## src/rtl/twsPkg.sv

```systemverilog
package twsPkg;

  typedef enum logic [3:0] {
    ST_IDLE, ST_DEV, ST_DEVACK, ST_WADR, ST_ADRACK,
    ST_WDAT, ST_DATACK, ST_TX, ST_MACK
  } ctrlState_e;

  // strobes from control to datapath, all single-cycle
  typedef struct packed {
    logic clrBits;   // zero bit counter
    logic shiftIn;   // shift sampled bit into receive register
    logic countBit;  // count a transmitted bit
    logic loadTx;    // load memory byte, advance pointer
    logic shiftTx;   // move to next transmit bit
    logic setPtr;    // take word address into both pointers
    logic emitByte;  // present received byte to the engine
    logic commit;    // stop after write data
    logic abort;     // restart discarding write data
  } ctrlStrobe_t;

endpackage

```

## src/rtl/twsDpath.sv

```systemverilog
module twsDpath
  import twsPkg::*;
#(
  parameter int ADDR_W      = 8,
  parameter int PAGE_BYTES  = 8,
  parameter int SYNC_STAGES = 2
) (
  input  logic              clk,
  input  logic              rstN,
  input  logic              sclIn,
  input  logic              sdaIn,
  input  ctrlStrobe_t       stb,
  output logic              evStart,
  output logic              evStop,
  output logic              evRise,
  output logic              evFall,
  output logic              sdaNow,
  output logic              byteFull,
  output logic [7:0]        shByte,
  output logic              txNext,
  output logic [ADDR_W-1:0] rdAddr,
  input  logic [7:0]        rdData,
  output logic              wrValid,
  output logic [ADDR_W-1:0] wrAddr,
  output logic [7:0]        wrData,
  output logic              wrCommit,
  output logic              wrAbort
);
  localparam int PAGE_W = $clog2(PAGE_BYTES);
  localparam logic [ADDR_W-1:0] A_ONE = ADDR_W'(1);
  localparam logic [PAGE_W-1:0] P_ONE = PAGE_W'(1);

  logic [SYNC_STAGES-1:0] sclSync, sdaSync;
  logic sclNow, sclPrev, sdaPrev;
  logic [3:0] bitCnt;
  logic [ADDR_W-1:0] ptr, wrPtr;

  genvar g;
  generate
    for (g = 0; g < SYNC_STAGES; g++) begin : gSync
      always_ff @(posedge clk or negedge rstN) begin
        if (!rstN) begin
          sclSync[g] <= 1'b1;
          sdaSync[g] <= 1'b1;
        end else if (g == 0) begin
          sclSync[g] <= sclIn;
          sdaSync[g] <= sdaIn;
        end else begin
          sclSync[g] <= sclSync[(g == 0) ? 0 : g-1];
          sdaSync[g] <= sdaSync[(g == 0) ? 0 : g-1];
        end
      end
    end
  endgenerate

  assign sclNow = sclSync[SYNC_STAGES-1];
  assign sdaNow = sdaSync[SYNC_STAGES-1];

  always_ff @(posedge clk or negedge rstN) begin
    if (!rstN) begin
      sclPrev <= 1'b1;
      sdaPrev <= 1'b1;
    end else begin
      sclPrev <= sclNow;
      sdaPrev <= sdaNow;
    end
  end

  assign evStart = sclNow & sclPrev & sdaPrev & ~sdaNow;
  assign evStop  = sclNow & sclPrev & ~sdaPrev & sdaNow;
  assign evRise  = sclNow & ~sclPrev;
  assign evFall  = ~sclNow & sclPrev;

  always_ff @(posedge clk or negedge rstN) begin
    if (!rstN) begin
      bitCnt <= '0;
      shByte <= '0;
    end else if (stb.clrBits) begin
      bitCnt <= '0;
    end else if (stb.loadTx) begin
      bitCnt <= '0;
      shByte <= rdData;
    end else if (stb.shiftIn) begin
      bitCnt <= bitCnt + 4'd1;
      shByte <= {shByte[6:0], sdaNow};
    end else if (stb.countBit) begin
      bitCnt <= bitCnt + 4'd1;
    end else if (stb.shiftTx) begin
      shByte <= {shByte[6:0], 1'b0};
    end
  end

  assign byteFull = (bitCnt == 4'd8);
  assign txNext   = shByte[6];

  always_ff @(posedge clk or negedge rstN) begin
    if (!rstN) begin
      ptr      <= '0;
      wrPtr    <= '0;
      wrValid  <= 1'b0;
      wrAddr   <= '0;
      wrData   <= '0;
      wrCommit <= 1'b0;
      wrAbort  <= 1'b0;
    end else begin
      wrValid  <= stb.emitByte;
      wrCommit <= stb.commit;
      wrAbort  <= stb.abort;
      if (stb.setPtr) begin
        ptr   <= shByte[ADDR_W-1:0];
        wrPtr <= shByte[ADDR_W-1:0];
      end else if (stb.loadTx) begin
        ptr <= ptr + A_ONE;
      end else if (stb.emitByte) begin
        wrAddr <= wrPtr;
        wrData <= shByte;
        ptr    <= wrPtr + A_ONE;
        wrPtr  <= {wrPtr[ADDR_W-1:PAGE_W], wrPtr[PAGE_W-1:0] + P_ONE};
      end
    end
  end

  assign rdAddr = ptr;

  assert_start_clears_R1: assert property (@(posedge clk) disable iff (!rstN)
    evStart |=> (bitCnt == 4'd0));
  assert_page_wrap_R6: assert property (@(posedge clk) disable iff (!rstN)
    stb.emitByte |=> (wrPtr[ADDR_W-1:PAGE_W] == $past(wrPtr[ADDR_W-1:PAGE_W])));
  assert_ptr_step_R8: assert property (@(posedge clk) disable iff (!rstN)
    stb.loadTx |=> (ptr == $past(ptr) + A_ONE));
  assert_pulse_excl_R5: assert property (@(posedge clk) disable iff (!rstN)
    !(wrCommit && wrAbort));

endmodule

```

## src/rtl/twsCtrl.sv

```systemverilog
module twsCtrl
  import twsPkg::*;
#(
  parameter logic [6:0] DEV_ADDR = 7'h50
) (
  input  logic        clk,
  input  logic        rstN,
  input  logic        evStart,
  input  logic        evStop,
  input  logic        evRise,
  input  logic        evFall,
  input  logic        sdaNow,
  input  logic        byteFull,
  input  logic [7:0]  shByte,
  input  logic        txNext,
  input  logic        rdMsb,
  input  logic        busyIn,
  output ctrlStrobe_t stb,
  output logic        sdaDriveLow
);
  ctrlState_e state, nState;
  logic nDrive, readMode, nRead, pending, nPend, masterAck, nMAck;

  always_comb begin
    nState = state;
    nDrive = sdaDriveLow;
    nRead  = readMode;
    nPend  = pending;
    nMAck  = masterAck;
    stb    = '0;
    if (evStart) begin
      stb.abort   = pending;
      stb.clrBits = 1'b1;
      nPend  = 1'b0;
      nDrive = 1'b0;
      nState = ST_DEV;
    end else if (evStop) begin
      stb.commit  = pending;
      stb.clrBits = 1'b1;
      nPend  = 1'b0;
      nDrive = 1'b0;
      nState = ST_IDLE;
    end else begin
      case (state)
        ST_DEV, ST_WADR, ST_WDAT: begin
          if (evRise && !byteFull) stb.shiftIn = 1'b1;
          if (evFall && byteFull) begin
            if (state == ST_DEV) begin
              if (shByte[7:1] == DEV_ADDR && !busyIn) begin
                nDrive = 1'b1;
                nRead  = shByte[0];
                nState = ST_DEVACK;
              end else begin
                nState = ST_IDLE;
              end
            end else if (state == ST_WADR) begin
              stb.setPtr = 1'b1;
              nDrive = 1'b1;
              nState = ST_ADRACK;
            end else begin
              stb.emitByte = 1'b1;
              nPend  = 1'b1;
              nDrive = 1'b1;
              nState = ST_DATACK;
            end
          end
        end
        ST_DEVACK: if (evFall) begin
          if (readMode) begin
            stb.loadTx = 1'b1;
            nDrive = ~rdMsb;
            nState = ST_TX;
          end else begin
            stb.clrBits = 1'b1;
            nDrive = 1'b0;
            nState = ST_WADR;
          end
        end
        ST_ADRACK, ST_DATACK: if (evFall) begin
          stb.clrBits = 1'b1;
          nDrive = 1'b0;
          nState = ST_WDAT;
        end
        ST_TX: begin
          if (evRise && !byteFull) stb.countBit = 1'b1;
          if (evFall) begin
            if (byteFull) begin
              nDrive = 1'b0;
              nState = ST_MACK;
            end else begin
              stb.shiftTx = 1'b1;
              nDrive = ~txNext;
            end
          end
        end
        ST_MACK: begin
          if (evRise) nMAck = ~sdaNow;
          if (evFall) begin
            if (masterAck) begin
              stb.loadTx = 1'b1;
              nDrive = ~rdMsb;
              nState = ST_TX;
            end else begin
              nState = ST_IDLE;
            end
          end
        end
        default: ;
      endcase
    end
  end

  always_ff @(posedge clk or negedge rstN) begin
    if (!rstN) begin
      state       <= ST_IDLE;
      sdaDriveLow <= 1'b0;
      readMode    <= 1'b0;
      pending     <= 1'b0;
      masterAck   <= 1'b0;
    end else begin
      state       <= nState;
      sdaDriveLow <= nDrive;
      readMode    <= nRead;
      pending     <= nPend;
      masterAck   <= nMAck;
    end
  end

  assert_idle_release_R2: assert property (@(posedge clk) disable iff (!rstN)
    (state == ST_IDLE) |-> !sdaDriveLow);
  assert_busy_nack_R4: assert property (@(posedge clk) disable iff (!rstN)
    (state == ST_DEV && evFall && byteFull && busyIn && !evStart && !evStop)
      |=> (state == ST_IDLE && !sdaDriveLow));
  assert_ack_slot_R3: assert property (@(posedge clk) disable iff (!rstN)
    (state inside {ST_DEVACK, ST_ADRACK, ST_DATACK}) |-> sdaDriveLow);
  assert_master_bits_R3: assert property (@(posedge clk) disable iff (!rstN)
    (state inside {ST_WADR, ST_WDAT, ST_MACK}) |-> !sdaDriveLow);

endmodule

```

## src/rtl/twsSlave.sv

```systemverilog
module twsSlave
  import twsPkg::*;
#(
  parameter logic [6:0] DEV_ADDR    = 7'h50,
  parameter int          ADDR_W      = 8,
  parameter int          PAGE_BYTES  = 8,
  parameter int          SYNC_STAGES = 2
) (
  input  logic              clk,
  input  logic              rstN,
  input  logic              sclIn,
  input  logic              sdaIn,
  output logic              sdaDriveLow,
  output logic [ADDR_W-1:0] rdAddr,
  input  logic [7:0]        rdData,
  output logic              wrValid,
  output logic [ADDR_W-1:0] wrAddr,
  output logic [7:0]        wrData,
  output logic              wrCommit,
  output logic              wrAbort,
  input  logic              busyIn
);
  ctrlStrobe_t stb;
  logic evStart, evStop, evRise, evFall, sdaNow, byteFull, txNext;
  logic [7:0] shByte;

  twsDpath #(
    .ADDR_W(ADDR_W), .PAGE_BYTES(PAGE_BYTES), .SYNC_STAGES(SYNC_STAGES)
  ) uDpath (
    .clk(clk), .rstN(rstN), .sclIn(sclIn), .sdaIn(sdaIn), .stb(stb),
    .evStart(evStart), .evStop(evStop), .evRise(evRise), .evFall(evFall),
    .sdaNow(sdaNow), .byteFull(byteFull), .shByte(shByte), .txNext(txNext),
    .rdAddr(rdAddr), .rdData(rdData), .wrValid(wrValid), .wrAddr(wrAddr),
    .wrData(wrData), .wrCommit(wrCommit), .wrAbort(wrAbort)
  );

  twsCtrl #(.DEV_ADDR(DEV_ADDR)) uCtrl (
    .clk(clk), .rstN(rstN), .evStart(evStart), .evStop(evStop),
    .evRise(evRise), .evFall(evFall), .sdaNow(sdaNow), .byteFull(byteFull),
    .shByte(shByte), .txNext(txNext), .rdMsb(rdData[7]), .busyIn(busyIn),
    .stb(stb), .sdaDriveLow(sdaDriveLow)
  );

endmodule

```

## config.mk

```make
export PLATFORM = sky130hd
export DESIGN_NAME = twsSlave
export DESIGN_NICKNAME = d
export VERILOG_FILES = /design/src/rtl/twsPkg.sv /design/src/rtl/twsDpath.sv /design/src/rtl/twsCtrl.sv /design/src/rtl/twsSlave.sv
export SDC_FILE = /design/constraint.sdc
export NUM_CORES = 1
export LEC_CHECK = 0
export BUFFER_PORTS_ARGS = -buffer_cell sky130_fd_sc_hd__buf_2
export CORE_MARGIN = 5
export CORE_UTILIZATION = 30
export DETAILED_ROUTE_END_ITERATION = 7
export GPL_ROUTABILITY_DRIVEN = 0
export PLACE_DENSITY = 0.59
export SLEW_MARGIN = 20
export SYNTH_ARGS = -nofsm -noshare
export SYNTH_HDL_FRONTEND = slang
export SYNTH_HIERARCHICAL = 1
export SYNTH_SLANG_ARGS = --single-unit
```

## constraint.sdc

```tcl
create_clock -name clk -period 3 [get_ports clk]
set_input_delay 0.3 -clock clk [delete_from_list [all_inputs] [get_ports clk]]
set_output_delay 0.3 -clock clk [all_outputs]
set_load 0.02 [all_outputs]
```

---- Yosys cells after proc, flatten, opt, wreduce, memory -nomap -nowiden ----
Index checks and enable logic that the tools add are counted.
W data, S select, Z words.
word-level totals
  bits in latches ......................... 0
  ROM bits ................................ 0
  memories ................................ 0
  bits of input ports ..................... 13
  RAM bits ................................ 0
  output and inout bits ................... 28
  register bits after elaboration ......... 61
operators by class
  mux-type cells .......................... 73
  divide/modulo/power cells ............... 0
  bitwise operators ....................... 18
  multiply operators ...................... 0
  shifts and indexed selects .............. 0
  magnitude comparators ................... 0
  reduce and logical (&&, ||, !) cells .... 22
  equal/unequal tests ..................... 22
  $add $sub $neg .......................... 4
operators with widths
  operator               count
  $mux W8                9
  $mux W4                13
  $mux W1                37
  $ne A4 B3 Y1 const B   7
  $pmux W4 S5            1
  $add A8 B1 Y8 const B  2
  $eq A4 B3 Y1 const B   4
  $reduce_bool A3 Y1     4
  $not A1 Y1             11
  $mux W2                5
  $mux W3                3
  $eq A4 B2 Y1 const B   2
  $eq A4 B4 Y1 const B   2
  $reduce_and A4 Y1      2
  $reduce_and A8 Y1      1
  $and A1 B1 Y1          7
  $eq A7 B7 Y1 const B   1
  $mux W7                1
  $reduce_and A7 Y1      1
  $reduce_bool A7 Y1     1
  $mux W6                1
  $ne A3 B3 Y1 const B   2
  $reduce_and A3 Y1      2
  $reduce_and A6 Y1      1
  15 further kinds       19

---- Logic depth before layout (Yosys ltp) ----
  depth after elaboration ................. 11
  gate-level depth with buffers ........... 13

---- Cells and area by module ----
Netlist, hierarchy kept.
modules (own cells, without submodules)
  module    cells an instance  instances  area an instance (um^2)  sequential area each (um^2)
  twsDpath  209                1          2,427.3                  1,333.8
  twsCtrl   93                 1          719.4                    200.2

---- Worst setup path after synthesis ----
No wires, ideal clock.
  path type ............................... register to register
  start ................................... register uDpath.sdaSync[1], in the netlist uDpath/sdaNow
  end ..................................... register uDpath.ptr[4], in the netlist uDpath/rdAddr[4]
  path buffers ............................ 2
  arrival ................................. 3.024 ns
  setup slack ............................. -0.089 ns
  data required time ...................... 2.935 ns
  stages on the path, launching flop included .. 13
  path through ............................ dfstp_2 nor3b_1 nor2_2 nand2_1 nor4_1 buf_6 buf_4 mux2_2 ha_1 inv_1 a211oi_1 nor4_1 o22a_1
RTL lines
  item                             RTL line         source
  start, declared                  twsDpath.sv:33   logic [SYNC_STAGES-1:0] sclSync, sdaSync;
  start signal, assigned by index  twsDpath.sv:47   sdaSync[g] <= sdaIn;
  start signal, assigned by index  twsDpath.sv:50   sdaSync[g] <= sdaSync[(g == 0) ? 0 : g-1];
  end signal, assigned             twsDpath.sv:110  ptr <= shByte[ADDR_W-1:0];
  end signal, assigned             twsDpath.sv:113  ptr <= ptr + A_ONE;
  end signal, assigned             twsDpath.sv:117  ptr <= wrPtr + A_ONE;
  end, declared                    twsDpath.sv:36   logic [ADDR_W-1:0] ptr, wrPtr;

==> results.txt <==
The flow ran to the end, and the final reports show no timing, DRC or antenna violations. The transition time at the pin with the least slew margin is 0.750 ns. The end of the critical path is uDpath/rdAddr[4]$_DFFE_PN0P_. The post-layout worst setup margin is 0.383 ns. At the end of the flow the core is filled with cells to 0.365.

In the global route stage, met3 resource usage came out at 0.0350. The met2 usage in global routing is 0.184. The initial antenna violation count is 0.

The largest net degree at the start of global routing is 33. The count of antenna diodes in the layout came out at 0. The part of the Yosys area used for sequential elements is 0.487. Setup repair after global routing left no endpoint under its margin. The number of core rows came out at 37. The floorplan die area is 0.0126 mm^2. The cell area after synthesis came out at 0.00315 mm^2.

The number of cells on the worst reg-to-reg path is 10. The share of flip-flops with an asynchronous set or reset is 1.00. The core region is 0.0103 mm^2. The overall die height is 112 um. STA classifies the critical path startpoint as a flip-flop.

The die width came out at 112 um. The remaining antenna violation count came out at 0. The starting density of the core is 0.306. Before antenna repair, the detailed router went through 5 iterations. The post-CTS clock slew at the launch and capture registers of the worst setup and hold paths is 0.08 ns. The analysis attributes to cell leakage a power of 1.69 nW. The global routing stage identified its most utilized layer as met2. The capture instance of the worst register-to-register path is uDpath/rdAddr[4]$_DFFE_PN0P_. The part of the cycle the worst path needs is 0.872.

The final hold violation count is 0. The required time at the worst-slack endpoint came out at 3.28 ns. The layout overhead on the synthesized area came out at 19.3%. The headroom to the max-slew limit came out at 0.500. Synthesis produced 302 cells. The share of synthesized area in the top cell type comes to 0.437. The TritonCTS buffer count came out at 9. In this run the power density over the cells is 490 mW/mm^2. The cell sitting at the root of the clock tree is a clkbuf_8. The highest attainable clock frequency came out at 382 MHz. The routed length per instance is 15.2 um. By area the synthesized netlist is led by dfrtp_1 44%, mux2_2 7.9%, dfstp_2 5.0%.

The overall fraction of global-route tracks in use came out at 0.125. After global routing the overflow that remains totals 0. Yosys printed 6 warnings. The post-cts sizing count came out at 0. The distinct cell type count after synthesis is 57. The commonest register cell after synthesis is dfrtp_1. The number of global-route vias before repair is 2492. The overall power after layout came out at 1.84 mW.

The number of pins with negative max-slew slack in the final report is 0. Counting instances in the post-synthesis netlist gives the leading cell types as 55 x dfrtp_1, 27 x nand2_1, 23 x nor2_1, 22 x mux2_2, 15 x o21ai_0. The sequential cells in the finished layout cover a total of 0.00153 mm^2.

No sink is reached through more buffers than the 2 on the longest clock path. The area of the multi-input gates is 0.00149 mm^2. The arrival time at the worst endpoint is 2.90 ns. Summed over all failing endpoints, the final setup total negative slack is 0 ns.

The maximum level of the CTS H-tree is 3. The layout has 1052 filler cells. The critical path starts at uDpath/sdaNow$_DFF_PN1_.

In this run the critical register-to-register path is launched from uDpath/sdaNow$_DFF_PN1_. Counting every net in the synthesized netlist gives 319. The post-route clock skew is 0.0106 ns. For this run, global-route usage on met1 was measured as 0.174. The total wire length after detailed routing is 7510 um. For the finished layout, the period the worst path requires is 2.62 ns. The number of maximum-capacitance violations came out at 0.

dfrtp_1 is the most common cell in the netlist. By startpoint and endpoint, the worst setup path is classified as flip-flop to flip-flop. The first global-routing pass estimated 12800 um of wire.

Timing analysis after detailed placement gives a worst setup slack of 0.386 ns. The maximum fanout count along the critical path came out at 5. The total via count after detailed routing is 2477.

The count of flip-flops with a built-in enable after synthesis is 0. The average footprint of a synthesized cell came out at 10.4 um^2. In the final layout, the share of cells above drive strength 1 is 0.324. The number of nets in the layout came out at 370. The starting DRC count in detailed routing is 137. The final setup violation count is 0. The tightest min-delay check is of the input pin to async pin type. The cell taking the most area after synthesis is dfrtp_1. The worst setup slack for register-to-register paths came out at 0.38 ns. The count of hold buffers inserted by post-cts repair came out at 0. TritonCTS built the clock tree. The endpoint kind of the worst setup timing path is a flip-flop.

The placed wire-length estimate after detailed placement is 5410 um. The synthesized flop and latch total came out at 61. Dividing the detail-routed via count by the number of cells gives 5.01.

Once the clock tree was built, the setup fixing pass inserted 0 buffers. In the routed design, unresolved DRC markers number 0. The number of port buffers came out at 40. The total clock sinks is 61. The worst voltage drop across the vdd grid is 0.253 mV.

The later pin in the worst-skew pair is clocked with a latency of 0.34 ns. The I/O pin count came out at 41.
[cell families (layout without fill, tap and decap cells)]
family	count (synthesis)	after routing	synth area share
AND/OR/NAND/NOR	105	105	0.175
AO/OA/AOI/OAI	61	61	0.134
flip-flops	61	61	0.487
multiplexers	36	36	0.123
buffers and inverters	28	84	0.0449
XOR/XNOR	7	7	0.0195
adder cells (fa/ha/maj)	4	4	0.0159
[state kept, by name, indices dropped and copies added (netlist names)]
signal	flops
uDpath/wrData	8
uDpath/bitCnt	4
uCtrl/readMode	1
uCtrl/masterAck	1
uCtrl/state	4
uCtrl/sdaDriveLow	1
uDpath/sclNow	1
uDpath/wrCommit	1
uDpath/sclPrev	1
uDpath/wrAddr	8
uDpath/wrAbort	1
uDpath/sdaPrev	1
uDpath/wrPtr	8
uDpath/sdaNow	1
uDpath/sclSync	1
uDpath/rdAddr	8
uDpath/sdaSync	1
uDpath/shByte	8
uCtrl/pending	1
uDpath/wrValid	1
[placed cells by master (no fill, tap or decap), drive strengths merged, types with 5 or more instances in the layout]
| master | netlist | layout |
|---|---|---|
| dfrtp | 55 | 55 |
| clkbuf | 7 | 11 |
| a21oi | 14 | 14 |
| a31oi | 6 | 6 |
| nor3 | 11 | 11 |
| mux2i | 14 | 14 |
| nor4 | 5 | 5 |
| mux2 | 22 | 22 |
| o21ai | 15 | 15 |
| nor2 | 25 | 25 |
| nor2b | 6 | 6 |
| nand2 | 27 | 27 |
| inv | 10 | 11 |
| dfstp | 6 | 6 |
| buf | 11 | 58 |
[metrics by stage]
stage / instance area, um^2 / hold WS (ns) / std cells
4_1_cts: 3750 / 0.0401 / 494
3_5_place_dp: 3570 / 0.349 / 478
2_1_floorplan: 3150 / 0.00441 / 302
6_report: 3750 / 0.0253 / 494
3_3_place_gp: 3570 / 0.348 / 478
5_1_grt: 3750 / 0.0470 / 494
[worst max-delay path, stage by stage, from the launching register on]
cell and delay, ns:
dfstp_2 0.56, nor3b_1 0.08, nor2_2 0.12, nand2_1 0.13
nor4_4 0.37, mux2_2 0.39, ha_1 0.23, inv_1 0.15
a211oi_1 0.07, nor4_1 0.27, o22a_1 0.18
[report_power, final]
part | leakage, nW | internal [mW] | switching [mW]
Clock | 0.0917 | 0.345 | 0.340
Sequential | 0.794 | 0.885 | 0.0946
Combinational | 0.799 | 0.0805 | 0.0938
Total | 1.69 | 1.31 | 0.528
[final cells by class]
| class | count | area share |
|---|---|---|
| inverters | 10 | 0.0100 |
| multi-input cells | 213 | 0.397 |
| clock buffers | 11 | 0.0403 |
| well taps | 136 | 0.0453 |
| clock inverters | 5 | 0.00900 |
| repair buffers | 58 | 0.0893 |
| flip-flops and latches | 61 | 0.409 |
[layer usage]
metal,wire [um],share of wire,vias up
met2,3390,0.45,90
met1,3560,0.47,1186
met4,142,0.019,0
li1,-,-,1189
met3,419,0.056,12
met5,0,0,-
[worst min path at each step]
stage | slack, ns | depth (start not counted) | endpoint | start
after floorplan | 0.004 | 0 | uCtrl/masterAck$_DFFE_PN0P_ | rstN
after global placement | 0.35 | 0 | uDpath/sclNow$_DFF_PN1_ | uDpath/sclSync[0]$_DFF_PN1_
after detailed placement | 0.35 | 0 | uDpath/sclNow$_DFF_PN1_ | uDpath/sclSync[0]$_DFF_PN1_
after CTS | 0.04 | 1 | uDpath/shByte[5]$_DFFE_PN0P_ | rstN
after global routing | 0.05 | 1 | uDpath/sdaSync[0]$_DFF_PN1_ | sdaIn
final | 0.03 | 1 | uDpath/wrData[5]$_DFFE_PN0P_ | rstN
Note: power is estimated with default switching activity, not from simulation.
